### config.mk
export PLATFORM = sky130hd
export DESIGN_NAME = apv_guard
export DESIGN_NICKNAME = d
export VERILOG_FILES = /design/src/rtl/apv_pkg.sv /design/src/rtl/apv_group_sel.sv /design/src/rtl/apv_index.sv /design/src/rtl/apv_ctrl.sv /design/src/rtl/apv_guard.sv
export SDC_FILE = /design/constraint.sdc
export NUM_CORES = 1
export LEC_CHECK = 0
export CELL_PAD_IN_SITES_DETAIL_PLACEMENT = 0
export CELL_PAD_IN_SITES_GLOBAL_PLACEMENT = 1
export CORE_AREA = 2 2 350 352
export DETAILED_ROUTE_END_ITERATION = 8
export DIE_AREA = 0 0 352 354
export HOLD_SLACK_MARGIN = 0.12
export PLACE_DENSITY = 0.42
export SYNTH_ARGS = -nofsm -noshare
export SYNTH_HDL_FRONTEND = slang
export SYNTH_SLANG_ARGS = --single-unit
export TNS_END_PERCENT = 10
### constraint.sdc
create_clock -name clk_i -period 5.4 [get_ports clk_i]
set_input_delay 1.35 -clock clk_i [delete_from_list [all_inputs] [get_ports clk_i]]
set_output_delay 1.35 -clock clk_i [all_outputs]
set_load 0.02 [all_outputs]
### src/rtl/apv_pkg.sv
package apv_pkg;
  localparam int unsigned WORD_W     = 32;
  localparam int unsigned BASE_LSB   = 4;
  localparam int unsigned PAGE_SHIFT = 12;

  typedef enum logic [1:0] {GM_OFF, GM_PASS, GM_CHECK} grp_mode_e;
  typedef enum logic [1:0] {ST_IDLE, ST_FETCH, ST_WAIT, ST_RESP} ctl_st_e;

  function automatic grp_mode_e decode_mode(input logic act, input logic pass);
    if (!act)     return GM_OFF;
    else if (pass) return GM_PASS;
    else          return GM_CHECK;
  endfunction
endpackage

### src/rtl/apv_group_sel.sv
module apv_group_sel
  import apv_pkg::*;
#(
  parameter int NUM_MASTERS = 8,
  parameter int NUM_GROUPS  = 16,
  localparam int MST_W = (NUM_MASTERS > 1) ? $clog2(NUM_MASTERS) : 1,
  localparam int GRP_W = (NUM_GROUPS > 1) ? $clog2(NUM_GROUPS) : 1
) (
  input  logic [MST_W-1:0]              master_i,
  input  logic [NUM_MASTERS*WORD_W-1:0] mst_cfg_i,
  input  logic [NUM_GROUPS*WORD_W-1:0]  grp_cfg_i,
  output grp_mode_e                     mode_o,
  output logic [WORD_W-1:0]             base_o
);
  logic [WORD_W-1:0] mst_tbl [NUM_MASTERS];
  logic [WORD_W-1:0] grp_tbl [NUM_GROUPS];

  for (genvar m = 0; m < NUM_MASTERS; m++) begin : g_mst
    assign mst_tbl[m] = mst_cfg_i[m*WORD_W +: WORD_W];
  end
  for (genvar g = 0; g < NUM_GROUPS; g++) begin : g_grp
    assign grp_tbl[g] = grp_cfg_i[g*WORD_W +: WORD_W];
  end

  logic [WORD_W-1:0] mst_word, grp_word;
  logic [GRP_W-1:0]  grp_idx;

  assign mst_word = mst_tbl[master_i];
  assign grp_idx  = mst_word[GRP_W-1:0];   // group field sits in the low nibble
  assign grp_word = grp_tbl[grp_idx];

  assign mode_o = decode_mode(grp_word[0], grp_word[1]);
  assign base_o = {grp_word[WORD_W-1:BASE_LSB], {BASE_LSB{1'b0}}};

  logic unused_cfg;
  assign unused_cfg = ^{mst_word[WORD_W-1:GRP_W], grp_word[BASE_LSB-1:2]};
endmodule

### src/rtl/apv_index.sv
module apv_index
  import apv_pkg::*;
#(
  parameter int PG_W     = 3,
  parameter bit CFG_PGSZ = 1'b1
) (
  input  logic [WORD_W-1:0] addr_i,
  input  logic [WORD_W-1:0] base_i,
  input  logic [PG_W-1:0]   pgsz_i,
  output logic [WORD_W-1:0] word_addr_o,
  output logic [4:0]        bit_o
);
  logic [5:0]        shamt;
  logic [WORD_W-1:0] page;

  if (CFG_PGSZ) begin : g_cfg
    assign shamt = 6'(PAGE_SHIFT) + 6'(pgsz_i);
  end else begin : g_fix
    assign shamt = 6'(PAGE_SHIFT);
    logic unused_pg;
    assign unused_pg = ^pgsz_i;
  end

  assign page        = addr_i >> shamt;
  // one vector word covers 32 pages; word index scaled to bytes
  assign word_addr_o = base_i + {page[WORD_W-1:5], 2'b00};
  assign bit_o       = 5'd31 - page[4:0];  // MSB-first within the word
endmodule

### src/rtl/apv_ctrl.sv
module apv_ctrl
  import apv_pkg::*;
(
  input  logic              clk_i,
  input  logic              rst_ni,
  input  logic              en_i,
  input  logic              req_valid_i,
  output logic              req_ready_o,
  input  logic [WORD_W-1:0] addr_i,
  input  grp_mode_e         mode_i,
  input  logic [WORD_W-1:0] word_addr_i,
  input  logic [4:0]        bit_i,
  output logic              mem_req_o,
  output logic [WORD_W-1:0] mem_addr_o,
  input  logic              mem_rvalid_i,
  input  logic [WORD_W-1:0] mem_rdata_i,
  output logic              rsp_valid_o,
  output logic              rsp_grant_o,
  output logic              denied_o,
  output logic [WORD_W-1:0] denied_addr_o
);
  ctl_st_e           st_q;
  logic [WORD_W-1:0] addr_q, waddr_q;
  logic [4:0]        bit_q;
  logic              grant_q;
  logic              accept;

  assign accept = req_valid_i && (st_q == ST_IDLE);

  always_ff @(posedge clk_i or negedge rst_ni) begin
    if (!rst_ni) begin
      st_q    <= ST_IDLE;
      addr_q  <= '0;
      waddr_q <= '0;
      bit_q   <= '0;
      grant_q <= 1'b0;
    end else begin
      unique case (st_q)
        ST_IDLE: if (req_valid_i) begin
          addr_q  <= addr_i;
          waddr_q <= word_addr_i;
          bit_q   <= bit_i;
          if (!en_i || mode_i == GM_PASS) begin
            grant_q <= 1'b1;
            st_q    <= ST_RESP;
          end else if (mode_i == GM_OFF) begin
            grant_q <= 1'b0;
            st_q    <= ST_RESP;
          end else begin
            st_q    <= ST_FETCH;
          end
        end
        ST_FETCH: st_q <= ST_WAIT;
        ST_WAIT: if (mem_rvalid_i) begin
          grant_q <= ~mem_rdata_i[bit_q];  // set bit means page blocked
          st_q    <= ST_RESP;
        end
        ST_RESP: st_q <= ST_IDLE;
        default: st_q <= ST_IDLE;
      endcase
    end
  end

  assign req_ready_o   = (st_q == ST_IDLE);
  assign mem_req_o     = (st_q == ST_FETCH);
  assign mem_addr_o    = waddr_q;
  assign rsp_valid_o   = (st_q == ST_RESP);
  assign rsp_grant_o   = rsp_valid_o && grant_q;
  assign denied_o      = rsp_valid_o && !grant_q;
  assign denied_addr_o = denied_o ? addr_q : '0;

  AST_FETCH_SINGLE: assert property (@(posedge clk_i) disable iff (!rst_ni)
    mem_req_o |=> !mem_req_o);
  AST_NO_ACCEPT_BUSY: assert property (@(posedge clk_i) disable iff (!rst_ni)
    rsp_valid_o |-> !req_ready_o);
  AST_DENY_PULSE: assert property (@(posedge clk_i) disable iff (!rst_ni)
    denied_o |=> !denied_o);
  AST_BYPASS_GRANT: assert property (@(posedge clk_i) disable iff (!rst_ni)
    (accept && !en_i) |=> (rsp_valid_o && rsp_grant_o && !mem_req_o));
  AST_OFF_DENY: assert property (@(posedge clk_i) disable iff (!rst_ni)
    (accept && en_i && mode_i == GM_OFF) |=> (denied_o && !mem_req_o));
  AST_PASS_GRANT: assert property (@(posedge clk_i) disable iff (!rst_ni)
    (accept && en_i && mode_i == GM_PASS) |=> (rsp_grant_o && !mem_req_o));
  AST_CHECK_FETCH: assert property (@(posedge clk_i) disable iff (!rst_ni)
    (accept && en_i && mode_i == GM_CHECK) |=> mem_req_o);
endmodule

### src/rtl/apv_guard.sv
module apv_guard
  import apv_pkg::*;
#(
  parameter int NUM_MASTERS = 8,
  parameter int NUM_GROUPS  = 16,
  parameter int PG_W        = 3,
  parameter bit CFG_PGSZ    = 1'b1,
  localparam int MST_W = (NUM_MASTERS > 1) ? $clog2(NUM_MASTERS) : 1
) (
  input  logic                          clk_i,
  input  logic                          rst_ni,
  input  logic                          en_i,
  input  logic [PG_W-1:0]               pgsz_i,
  input  logic [NUM_MASTERS*WORD_W-1:0] mst_cfg_i,
  input  logic [NUM_GROUPS*WORD_W-1:0]  grp_cfg_i,
  input  logic                          req_valid_i,
  output logic                          req_ready_o,
  input  logic [MST_W-1:0]              req_master_i,
  input  logic [WORD_W-1:0]             req_addr_i,
  output logic                          rsp_valid_o,
  output logic                          rsp_grant_o,
  output logic                          denied_o,
  output logic [WORD_W-1:0]             denied_addr_o,
  output logic                          mem_req_o,
  output logic [WORD_W-1:0]             mem_addr_o,
  input  logic                          mem_rvalid_i,
  input  logic [WORD_W-1:0]             mem_rdata_i
);
  grp_mode_e         mode;
  logic [WORD_W-1:0] base, word_addr;
  logic [4:0]        bit_sel;

  apv_group_sel #(.NUM_MASTERS(NUM_MASTERS), .NUM_GROUPS(NUM_GROUPS)) u_sel (
    .master_i (req_master_i),
    .mst_cfg_i(mst_cfg_i),
    .grp_cfg_i(grp_cfg_i),
    .mode_o   (mode),
    .base_o   (base)
  );

  apv_index #(.PG_W(PG_W), .CFG_PGSZ(CFG_PGSZ)) u_idx (
    .addr_i     (req_addr_i),
    .base_i     (base),
    .pgsz_i     (pgsz_i),
    .word_addr_o(word_addr),
    .bit_o      (bit_sel)
  );

  apv_ctrl u_ctl (
    .clk_i        (clk_i),
    .rst_ni       (rst_ni),
    .en_i         (en_i),
    .req_valid_i  (req_valid_i),
    .req_ready_o  (req_ready_o),
    .addr_i       (req_addr_i),
    .mode_i       (mode),
    .word_addr_i  (word_addr),
    .bit_i        (bit_sel),
    .mem_req_o    (mem_req_o),
    .mem_addr_o   (mem_addr_o),
    .mem_rvalid_i (mem_rvalid_i),
    .mem_rdata_i  (mem_rdata_i),
    .rsp_valid_o  (rsp_valid_o),
    .rsp_grant_o  (rsp_grant_o),
    .denied_o     (denied_o),
    .denied_addr_o(denied_addr_o)
  );

  AST_GRANT_QUALIFIED: assert property (@(posedge clk_i) disable iff (!rst_ni)
    (rsp_grant_o || denied_o) |-> rsp_valid_o);
endmodule

==> results.ini, run 1 <==
[layout]
final_layout_size_suffix_gt1_share_pct=21.7
layout.nets=2842
final_common_cell=clkdlybuf4s50_1
area_growth_pct=120
final_cell_mix=clkdlybuf4s50_1 (633), nand2_1 (246), buf_4 (210)

[critical_path]
reg2reg_from=u_ctl.bit_q[0]
critPathKind=primary input to register
rrSetupSlack_ns=2.69
critical-path-slowest-cell=mux4_2
cp-end-kind=register
startpoint_type=primary input
worstPathArrival_ns=5.73
max_stage_delay_ns=0.55
crit_path_frequent_cell=buf_6
crit_required_ns=5.61
startpoint=mst_cfg_i[192]
critPathMaxFanout=6

[min_path]
min-delay-start=u_ctl.mem_addr_o[26]
min_path_type=register to register

[synthesis]
synth_area_per_cell_um2=7.90
synth-seq-area-share_pct=19.0
post_synth_num_cell_types=56
synth_edf_count=0
syn_area_um2=9220
synth_xor_area_share_pct=1.99
synth_top_area_share_pct=19.0
synthMuxAreaShare_pct=26.8
synth_top_family_by_area=multiplexers
yosys-top-cells-area=dfrtp_1 (19%), mux2i_1 (16%), nand2_1 (10%)
synth_compound_area_share_pct=21.4
synth_cells=1167
synth_warnings=0
synth_seq_cells=70
synth_ff_type=dfrtp_1
async_flop_share_pct=100
synthSimpleGateAreaFrac_pct=21.8
yosys.area.top_type=dfrtp_1
synth_adder_area_share_pct=2.52

[clocking]
cts_tree=done
ctsHtreeMaxLevel=3
clockBufferDepth=2
cts.sinks=70
numCtsBuffers=9
cts_root_buf=clkbuf_16
path_clk_slew_ns=0.06
worstSkewPairLatency_ns=0.35

[placed_design]
port_buffers=653
gp_congestion=0.884
pre_cts_slack_ns=-1.59
dpl.hpwl_um=60300

[drt]
top_layer=met5
drt_iter0_markers=506
m1WireLength_um=29800
drc=0
met3_length_um=4450
ant_nets=0
wl_met2_um=34800
vias_per_cell=3.39
wirelength_um=70000
vias=12200
routedWlPerCell_um=19.4
first_pass_iters=5

[floorplan]
io_pins=912
rows=128
die_w_um=352
die_y_um=354
die-area_um2=125000
start_util_pct=7.63
core_region_area_um2=121000

[power_and_ir_drop]
peakVddDrop_mv=0.170
power.density_nw_per_um2=268
p_leak_nw=7.92
p_total_mw=5.46

[sta]
period_share_pct=102
relSlewSlack_pct=25.4
max_freq_mhz=181
slew_violations=0
tightest_slew_ns=1.11
fin_worst_skew_ns=0.00898
finalCriticalPeriod_ns=5.53
setup_ws_ns=-0.127
hold_violations=0
setup_viol=11
hold-worst-slack_ns=0.483
rsz0062_at_grt=true
finalSetupTns_ns=-0.948

[global_route]
grt_pass1_wl_um=96900
grt_max_degree=71
antenna_found_initial=10
grt_overflow_total=0
grt_pass1_vias=13400
grt_use_total_pct=10.7

[run]
drv_cap=0

[status]
violations=setup timing
status=complete, but fails checks

## synth_stat cells, drive strengths merged, types with 5 or more instances
cell type and n:
o211ai 6, o21ai 48, xor2 15, a311oi 43
nor3 16, dfrtp 70, ha 17, a21oi 41
mux2i 148, a31oi 26, inv 16, nand2 248
nor2 27, a211oi 60, mux4 19, xnor2 6
a21o 5, o21a 5, and2 97, o221ai 16
a222oi 8, mux2 49, nand3 27, o22ai 5
buf 53, clkbuf 53
## routing by layer
metal | vias to the layer above | global-route usage [%]
met1 | 5780 | 12.6
met4 | 4 | 1.66
met3 | 39 | 2.50
met5 | - | 0
met2 | 498 | 19.7
li1 | 5923 | -
## flip-flops by register name (all words and copies together), names as in the netlist
name,cells
u_ctl.st_q,2
u_ctl.grant_q,1
u_ctl.addr_q,32
u_ctl.mem_addr_o,30
u_ctl.bit_q,5
## cell families after synthesis
family,Yosys count
mux,216
flops,70
xor+xnor,21
simple gates,435
compound gates,283
buf+inv,123
other cells,1
fa+ha+maj,18
## worst paths after layout
kind | end | cells past startpoint
worst max-delay path | u_ctl.mem_addr_o[28] | 27
worst max register to register | u_ctl.grant_q | 5
max in group asynchronous | u_ctl.mem_addr_o[30] | 1
worst min-delay path | u_ctl.mem_addr_o[26] | 2
worst min register to register | u_ctl.mem_addr_o[26] | 2
min in group asynchronous | u_ctl.addr_q[19] | 1
## layout make-up
class                      instances  area, µm²
fill                           13600     101000
timing repair buffer             907       8780
multi-input combinational        976       7370
tap                             1625       2030
sequential                        70       1750
clock buffer                       9        225
clock inverter                     7        103
inverter                          17       63.8
antenna                            2       5.00
## metrics by stage
| step | cell area (µm²) | instances | util [%] |
|---|---|---|---|
| 2_1_floorplan | 9340 | 1168 | - |
| 3_3_place_gp | 19200 | 3554 | 15.9 |
| 3_5_place_dp | 19200 | 3554 | 15.9 |
| 4_1_cts | 19900 | 3586 | 16.5 |
| 5_1_grt | 20300 | 3611 | 16.8 |
| 6_report | 20300 | 3613 | 16.8 |
## where the power goes
part	leakage (nW)	switching, mW	internal, mW
sequential	0.847	0.184	0.784
clock	0.157	0.291	0.412
combinational	6.91	1.84	1.94
## worst max-delay path, delay by kind of cell
kind	cells	cell delay [ns]
compound gates	8	1.35
mux	2	0.76
fa+ha+maj	2	0.49
simple gates	5	0.58
buf+inv	9	1.05
xor+xnor	1	0.11
## timing repair
item	4_1_cts	5_1_grt
gates cloned	0	1
endpoints found under the setup margin	25	19
setup buffers	18	26
hold buffers	0	0
gates resized for setup	106	53
pin swaps	37	43
Power figures use the tool's default switching activity.
==> inputs of run 2 (changes only) <==
--- a/config.mk
+++ b/config.mk
@@ -5,13 +5,14 @@
 export SDC_FILE = /design/constraint.sdc
 export NUM_CORES = 1
 export LEC_CHECK = 0
-export CELL_PAD_IN_SITES_DETAIL_PLACEMENT = 0
-export CELL_PAD_IN_SITES_GLOBAL_PLACEMENT = 1
-export CORE_AREA = 2 2 350 352
+export ABC_AREA = 1
+export CELL_PAD_IN_SITES_DETAIL_PLACEMENT = 1
+export CELL_PAD_IN_SITES_GLOBAL_PLACEMENT = 2
+export CORE_AREA = 2 2 360 362
 export DETAILED_ROUTE_END_ITERATION = 8
-export DIE_AREA = 0 0 352 354
+export DIE_AREA = 0 0 362 364
 export HOLD_SLACK_MARGIN = 0.12
-export PLACE_DENSITY = 0.42
+export PLACE_DENSITY = 0.56
 export SYNTH_ARGS = -nofsm -noshare
 export SYNTH_HDL_FRONTEND = slang
 export SYNTH_SLANG_ARGS = --single-unit
==> run 2 against run 1 <==
  * The run now ends clean
  * Core utilization shrank 1.4 points
  * Sequential share of layout area grew 0.21 points
  * Setup slack gained 0.34 ns
  * Power shrank 7.0%
  * Combinational power shrank 8.7%
==> results.ini, run 2 <==
[status]
status=finished, final reports clean

[power_and_ir_drop]
p_seq_share_pct=18.6
p_sw_share_pct=47.6
p_leak_nw=8.17
peakVddDrop_mv=0.114
internal_power_mw=2.66
netSwitchingPower_mw=2.42
comb_power_share_pct=68.2
power.density_nw_per_um2=256
power_frac_clock_pct=13.2

[layout]
final_common_cell=clkdlybuf4s50_1
num-fill-cells=15600
final_cell_mix=clkdlybuf4s50_1 (650), nand2_1 (602), nand3_1 (382)
fin_util_pct=15.5
regMostFlops=u_ctl.addr_q
multiInputGateArea_um2=7030
final_layout_size_suffix_gt1_share_pct=10.2
regArea_um2=1750
layout.nets=3323
largest_reg_flops=32
final_area_um2=19800
area_growth_pct=102

[synthesis]
synth.most_common_cell=nand2_1
synth_seq_cells=70
yosys-top-cells-area=nand2_1 (23%), nand3_1 (20%), dfrtp_1 (18%)
synth_cells=1765
synth_warnings=0
async_flop_share_pct=100
post_synth_num_cell_types=41
yosys.area.top_type=nand2_1
synth_area_per_cell_um2=5.57
synth_edf_count=0
synth_common_cells=nand2_1 (608), nand3_1 (398), inv_1 (136)
syn_area_um2=9830
synth_ff_type=dfrtp_1
synth-seq-area-share_pct=17.8
synth_top_area_share_pct=23.2

[drt]
m1WireLength_um=33200
vias_per_cell=3.51
drc=0
vias=14600
drt_iter0_markers=522
wl_met2_um=39700
wirelength_um=79900
first_pass_iters=4
met3_length_um=6130
routedWlPerCell_um=19.2
top_layer=met5
ant_nets=0

[critical_path]
crit_path_frequent_cell=buf_4
critPathMaxFanout=11
critPathKind=primary input to register
startpoint_type=primary input
max_stage_delay_ns=0.26
critical-path-slowest-cell=dlygate4sd2_1
worstPathArrival_ns=5.42
crit_required_ns=5.63
cp-end-kind=register

[placed_design]
dpl.hpwl_um=66500
gp_congestion=0.786
port_buffers=653
pre_cts_slack_ns=-1.11
dpl_cell_area_um2=19000

[global_route]
grt_use_total_pct=11.8
grt_overflow_total=0
grt_max_degree=114
antenna_found_initial=14
grt_pass1_wl_um=113000
grt_pass1_vias=16000

[floorplan]
die_y_um=364
rows=132
die-area_um2=132000
die_w_um=362
core_region_area_um2=128000
start_util_pct=7.66
io_pins=912

[sta]
rsz0062_at_grt=true
tightest_slew_ns=0.790
fin_worst_skew_ns=0.0137
setup_ws_ns=0.208
slew_violations=0
setup_viol=0
relSlewSlack_pct=47.3
max_freq_mhz=193
hold_violations=0
finalCriticalPeriod_ns=5.19
period_share_pct=96.2
finalSetupTns_ns=0

[clocking]
ctsHtreeMaxLevel=3
numCtsBuffers=9
clockBufferDepth=2
cts_tree=done
path_clk_slew_ns=0.07
worstSkewPairLatency_ns=0.36
cts_root_buf=clkbuf_16
cts.sinks=70

[run]
drv_cap=0

[min_path]
min_path_type=register to register

[run 2: worst paths after layout]
check / from / end / slack [ns] / cells past startpoint
max in group asynchronous: rst_ni / u_ctl.mem_addr_o[28] / 3.44 / 2
worst min register to register: u_ctl.mem_addr_o[13] / u_ctl.mem_addr_o[13] / 0.48 / 2
worst max-delay path: req_master_i[0] / u_ctl.mem_addr_o[12] / 0.21 / 32
min in group asynchronous: rst_ni / u_ctl.addr_q[25] / 1.02 / 1
worst max register to register: u_ctl.bit_q[0] / u_ctl.grant_q / 2.93 / 9
worst min-delay path: u_ctl.mem_addr_o[13] / u_ctl.mem_addr_o[13] / 0.48 / 2
[run 2: layer usage]
metal | vias to the layer above | global-route usage [%]
met5 | - | 0
met4 | 6 | 1.78
met3 | 31 | 3.75
met2 | 441 | 21.5
met1 | 6803 | 13.8
li1 | 7284 | -
[run 2: cell type report]
type / instances / share of cell area (%)
timing repair buffer: 818 / 40.5
multi-input combinational: 1418 / 35.4
tap: 1675 / 10.6
sequential: 70 / 8.83
inverter: 144 / 2.89
clock buffer: 10 / 1.20
clock inverter: 6 / 0.347
antenna: 12 / 0.151
timing repair inverter: 1 / 0.0441
[run 2: what timing repair did]
action,in CTS,in global routing
buffers inserted,15,1
resized for setup,55,23
hold buffers,0,0
setup endpoints to repair,19,17
pin swaps,16,14
gates cloned,3,0
[run 2: metrics by stage]
| step | cells | total power, mW | hold WS [ns] |
|---|---|---|---|
| after global routing | 4150 | 5.62 | 0.517 |
| final | 4154 | 5.07 | 0.483 |
| after CTS | 4141 | 5.26 | 0.493 |
| after global placement | 4107 | 4.40 | 0.470 |
| after detailed placement | 4107 | 4.42 | 0.465 |
| after floorplan | 1766 | 2.51 | 0.453 |
[run 2: critical path: cells and delay by family]
family	cells	cell delay [ns]
AOI/OAI and AO/OA	5	0.53
adders and majority gates	1	0.21
xor gates and xnor gates	1	0.17
buffers and inverters	16	2.22
and+or+nand+nor	9	0.89
[run 2: power groups by stage]
stage / Clock (mW) / Combinational (mW) / Sequential, mW
final: 0.670 / 3.46 / 0.943
after global routing: 0.738 / 3.90 / 0.986
after CTS: 0.727 / 3.58 / 0.952
after detailed placement: 0 / 3.46 / 0.957
after global placement: 0 / 3.45 / 0.952
after floorplan: 0 / 1.49 / 1.02
[run 2: cell families (layout without fill, tap and decap cells)]
kind of cell    count (synthesis)  after routing  share of synthesized area (%)
xor+xnor                       10             10                          0.891
compound gates                267            267                           16.5
fa+ha+maj                      18             18                           2.37
buf+inv                       279            979                           13.1
flops                          70             70                           17.8
mux                             4              4                          0.407
simple gates                 1116           1117                           48.9
other cells                     1             14                         0.0381
==> inputs of run 3 (changes only) <==
--- a/config.mk
+++ b/config.mk
@@ -5,14 +5,13 @@
 export SDC_FILE = /design/constraint.sdc
 export NUM_CORES = 1
 export LEC_CHECK = 0
-export ABC_AREA = 1
 export CELL_PAD_IN_SITES_DETAIL_PLACEMENT = 1
 export CELL_PAD_IN_SITES_GLOBAL_PLACEMENT = 2
-export CORE_AREA = 2 2 360 362
+export CORE_AREA = 2 2 357 359
 export DETAILED_ROUTE_END_ITERATION = 8
-export DIE_AREA = 0 0 362 364
+export DIE_AREA = 0 0 359 361
 export HOLD_SLACK_MARGIN = 0.12
-export PLACE_DENSITY = 0.56
+export PLACE_DENSITY = 0.51
 export SYNTH_ARGS = -nofsm -noshare
 export SYNTH_HDL_FRONTEND = slang
 export SYNTH_SLANG_ARGS = --single-unit
==> run 3 against run 2 <==
  * The flow now finishes with violations (setup timing)
  * Combinational power rose by 13%
  * Highest routed layer unchanged
  * Clock skew about the same
  * Clock power rose by 3%
  * Sequential cell count did not move
  * Critical endpoint is now u_ctl.mem_addr_o[20]
  * Largest cell class unchanged
  * Cell area grew 4.1%
  * Fmax is 9.2% lower
==> results.ini, run 3 (synthesis gave the netlist of run 1 again) <==
[status]
status=complete, but fails checks
violations=setup timing

[power_and_ir_drop]
p_leak_nw=8.05
netSwitchingPower_mw=2.37
comb_power_share_pct=70.1
power.density_nw_per_um2=269
p_sw_share_pct=42.7
p_total_mw=5.56
power_frac_clock_pct=12.4
peakVddDrop_mv=0.146
p_seq_share_pct=17.5
internal_power_mw=3.19

[sta]
tightest_slew_ns=1.07
period_share_pct=106
setup_viol=18
slew_violations=0
setup_ws_ns=-0.316
finalCriticalPeriod_ns=5.72
hold_violations=0
relSlewSlack_pct=29.0
fin_worst_skew_ns=0.0139
max_freq_mhz=175
rsz0062_at_grt=true

[global_route]
grt_pass1_vias=14000
grt_use_total_pct=11.3
grt_max_degree=76
antenna_found_initial=25
grt_pass1_wl_um=106000
grt_overflow_total=0

[critical_path]
cp-end-kind=register
crit_end=u_ctl.mem_addr_o[20]
critPathKind=primary input to register
critPathMaxFanout=7
crit_required_ns=5.63
worstRegToRegCells=5
worstPathArrival_ns=5.95
startpoint=req_master_i[1]
timing.rr.end=u_ctl.grant_q
reg2reg_from=u_ctl.bit_q[0]
startpoint_type=primary input
rrSetupSlack_ns=2.79

[placed_design]
port_buffers=653
dpl_cell_area_um2=19200
placedCellCount=3576
pre_cts_slack_ns=-1.71
dpl.hpwl_um=65100
gp_congestion=0.883

[floorplan]
die_w_um=359
die-area_um2=130000
io_pins=912
core_region_area_um2=125000
die_y_um=361
start_util_pct=7.36
rows=130

[run]
drv_cap=0

[drt]
vias=12300
ant_nets=0
wirelength_um=76400
routedWlPerCell_um=21.0
drt_iter0_markers=389
drc=0
first_pass_iters=7
vias_per_cell=3.38

[clocking]
ctsHtreeMaxLevel=3
cts.sinks=70
cts_tree=done
numCtsBuffers=9
worstSkewPairLatency_ns=0.35
clockBufferDepth=2
cts_root_buf=clkbuf_16
hold_buffers=0
path_clk_slew_ns=0.07

[layout]
final_area_um2=20700
final_layout_size_suffix_gt1_share_pct=22.2
final_common_cell=clkdlybuf4s50_1
fin_util_pct=16.5
layout.nets=2839
area_growth_pct=124
finalNonFillerCells=3642
largest_reg_flops=32
final_cell_mix=clkdlybuf4s50_1 (635), nand2_1 (244), buf_4 (198)
regMostFlops=u_ctl.addr_q

[min_path]
min_path_type=register to register

[run 3: power groups by stage]
stage,Combinational (mW),Sequential [mW],Clock [mW]
5_1_grt,4.28,1.02,0.741
3_5_place_dp,3.71,0.996,0
6_report,3.90,0.972,0.687
2_1_floorplan,1.55,1.02,0
4_1_cts,3.85,0.987,0.718
3_3_place_gp,3.68,0.980,0
[run 3: cell type report]
cell class / count / area, µm²
clock inverters: 6 / 93.8
fillers: 14700 / 105000
inverters: 17 / 63.8
well taps: 1650 / 2060
clock buffers: 10 / 229
diodes: 9 / 22.5
flip-flops and latches: 70 / 1750
multi-input cells: 975 / 7440
repair buffers: 905 / 8980
[run 3: worst min path at each step]
| stage | start | to | slack, ns | depth (start not counted) |
|---|---|---|---|---|
| final | u_ctl.mem_addr_o[2] | u_ctl.mem_addr_o[2] | 0.48 | 2 |
| after global routing | u_ctl.mem_addr_o[2] | u_ctl.mem_addr_o[2] | 0.51 | 2 |
| after CTS | u_ctl.mem_addr_o[2] | u_ctl.mem_addr_o[2] | 0.49 | 2 |
| after detailed placement | u_ctl.mem_addr_o[2] | u_ctl.mem_addr_o[2] | 0.47 | 2 |
| after global placement | u_ctl.mem_addr_o[2] | u_ctl.mem_addr_o[2] | 0.47 | 2 |
| after floorplan | u_ctl.bit_q[4] | u_ctl.bit_q[4] | 0.46 | 2 |
[run 3: worst max-delay path, stage by stage]
cell,delay [ns]
buf_12,0.09
mux4_2,0.55
buf_6,0.15
mux2i_4,0.16
buf_12,0.17
buf_16,0.15
buf_12,0.14
and2_4,0.14
a211oi_2,0.04
a311oi_2,0.26
a21oi_2,0.07
a21oi_2,0.23
buf_4,0.16
ha_4,0.13
inv_2,0.04
fa_2,0.34
nor2b_2,0.13
o21ai_2,0.07
a21boi_2,0.17
o21ai_2,0.10
a21boi_2,0.17
nor2_2,0.08
o311ai_4,0.29
buf_6,0.18
nand3b_1,0.10
xor2_1,0.17
mux2_4,0.26
[run 3: metrics by stage]
stage | hold WS [ns] | TNS (ns)
3_5_place_dp | 0.475 | -34.75
3_3_place_gp | 0.467 | -34.43
6_report | 0.482 | -3.44
5_1_grt | 0.510 | -8.48
2_1_floorplan | 0.458 | -5.27
4_1_cts | 0.491 | -10.65
[run 3: layer usage]
metal / vias to the layer above / GRT usage (%) / share of wire (%)
li1: 5921 / - / -
met4: 10 / 2.65 / 2.0
met3: 68 / 3.41 / 7.5
met1: 5828 / 12.6 / 40
met5: - / 0 / 0.081
met2: 498 / 20.7 / 51
[run 3: repair_timing]
action	CTS	global route
pin swaps	28	60
gates cloned	2	6
resized for setup	65	112
endpoints found under the setup margin	25	22
setup buffers	19	19
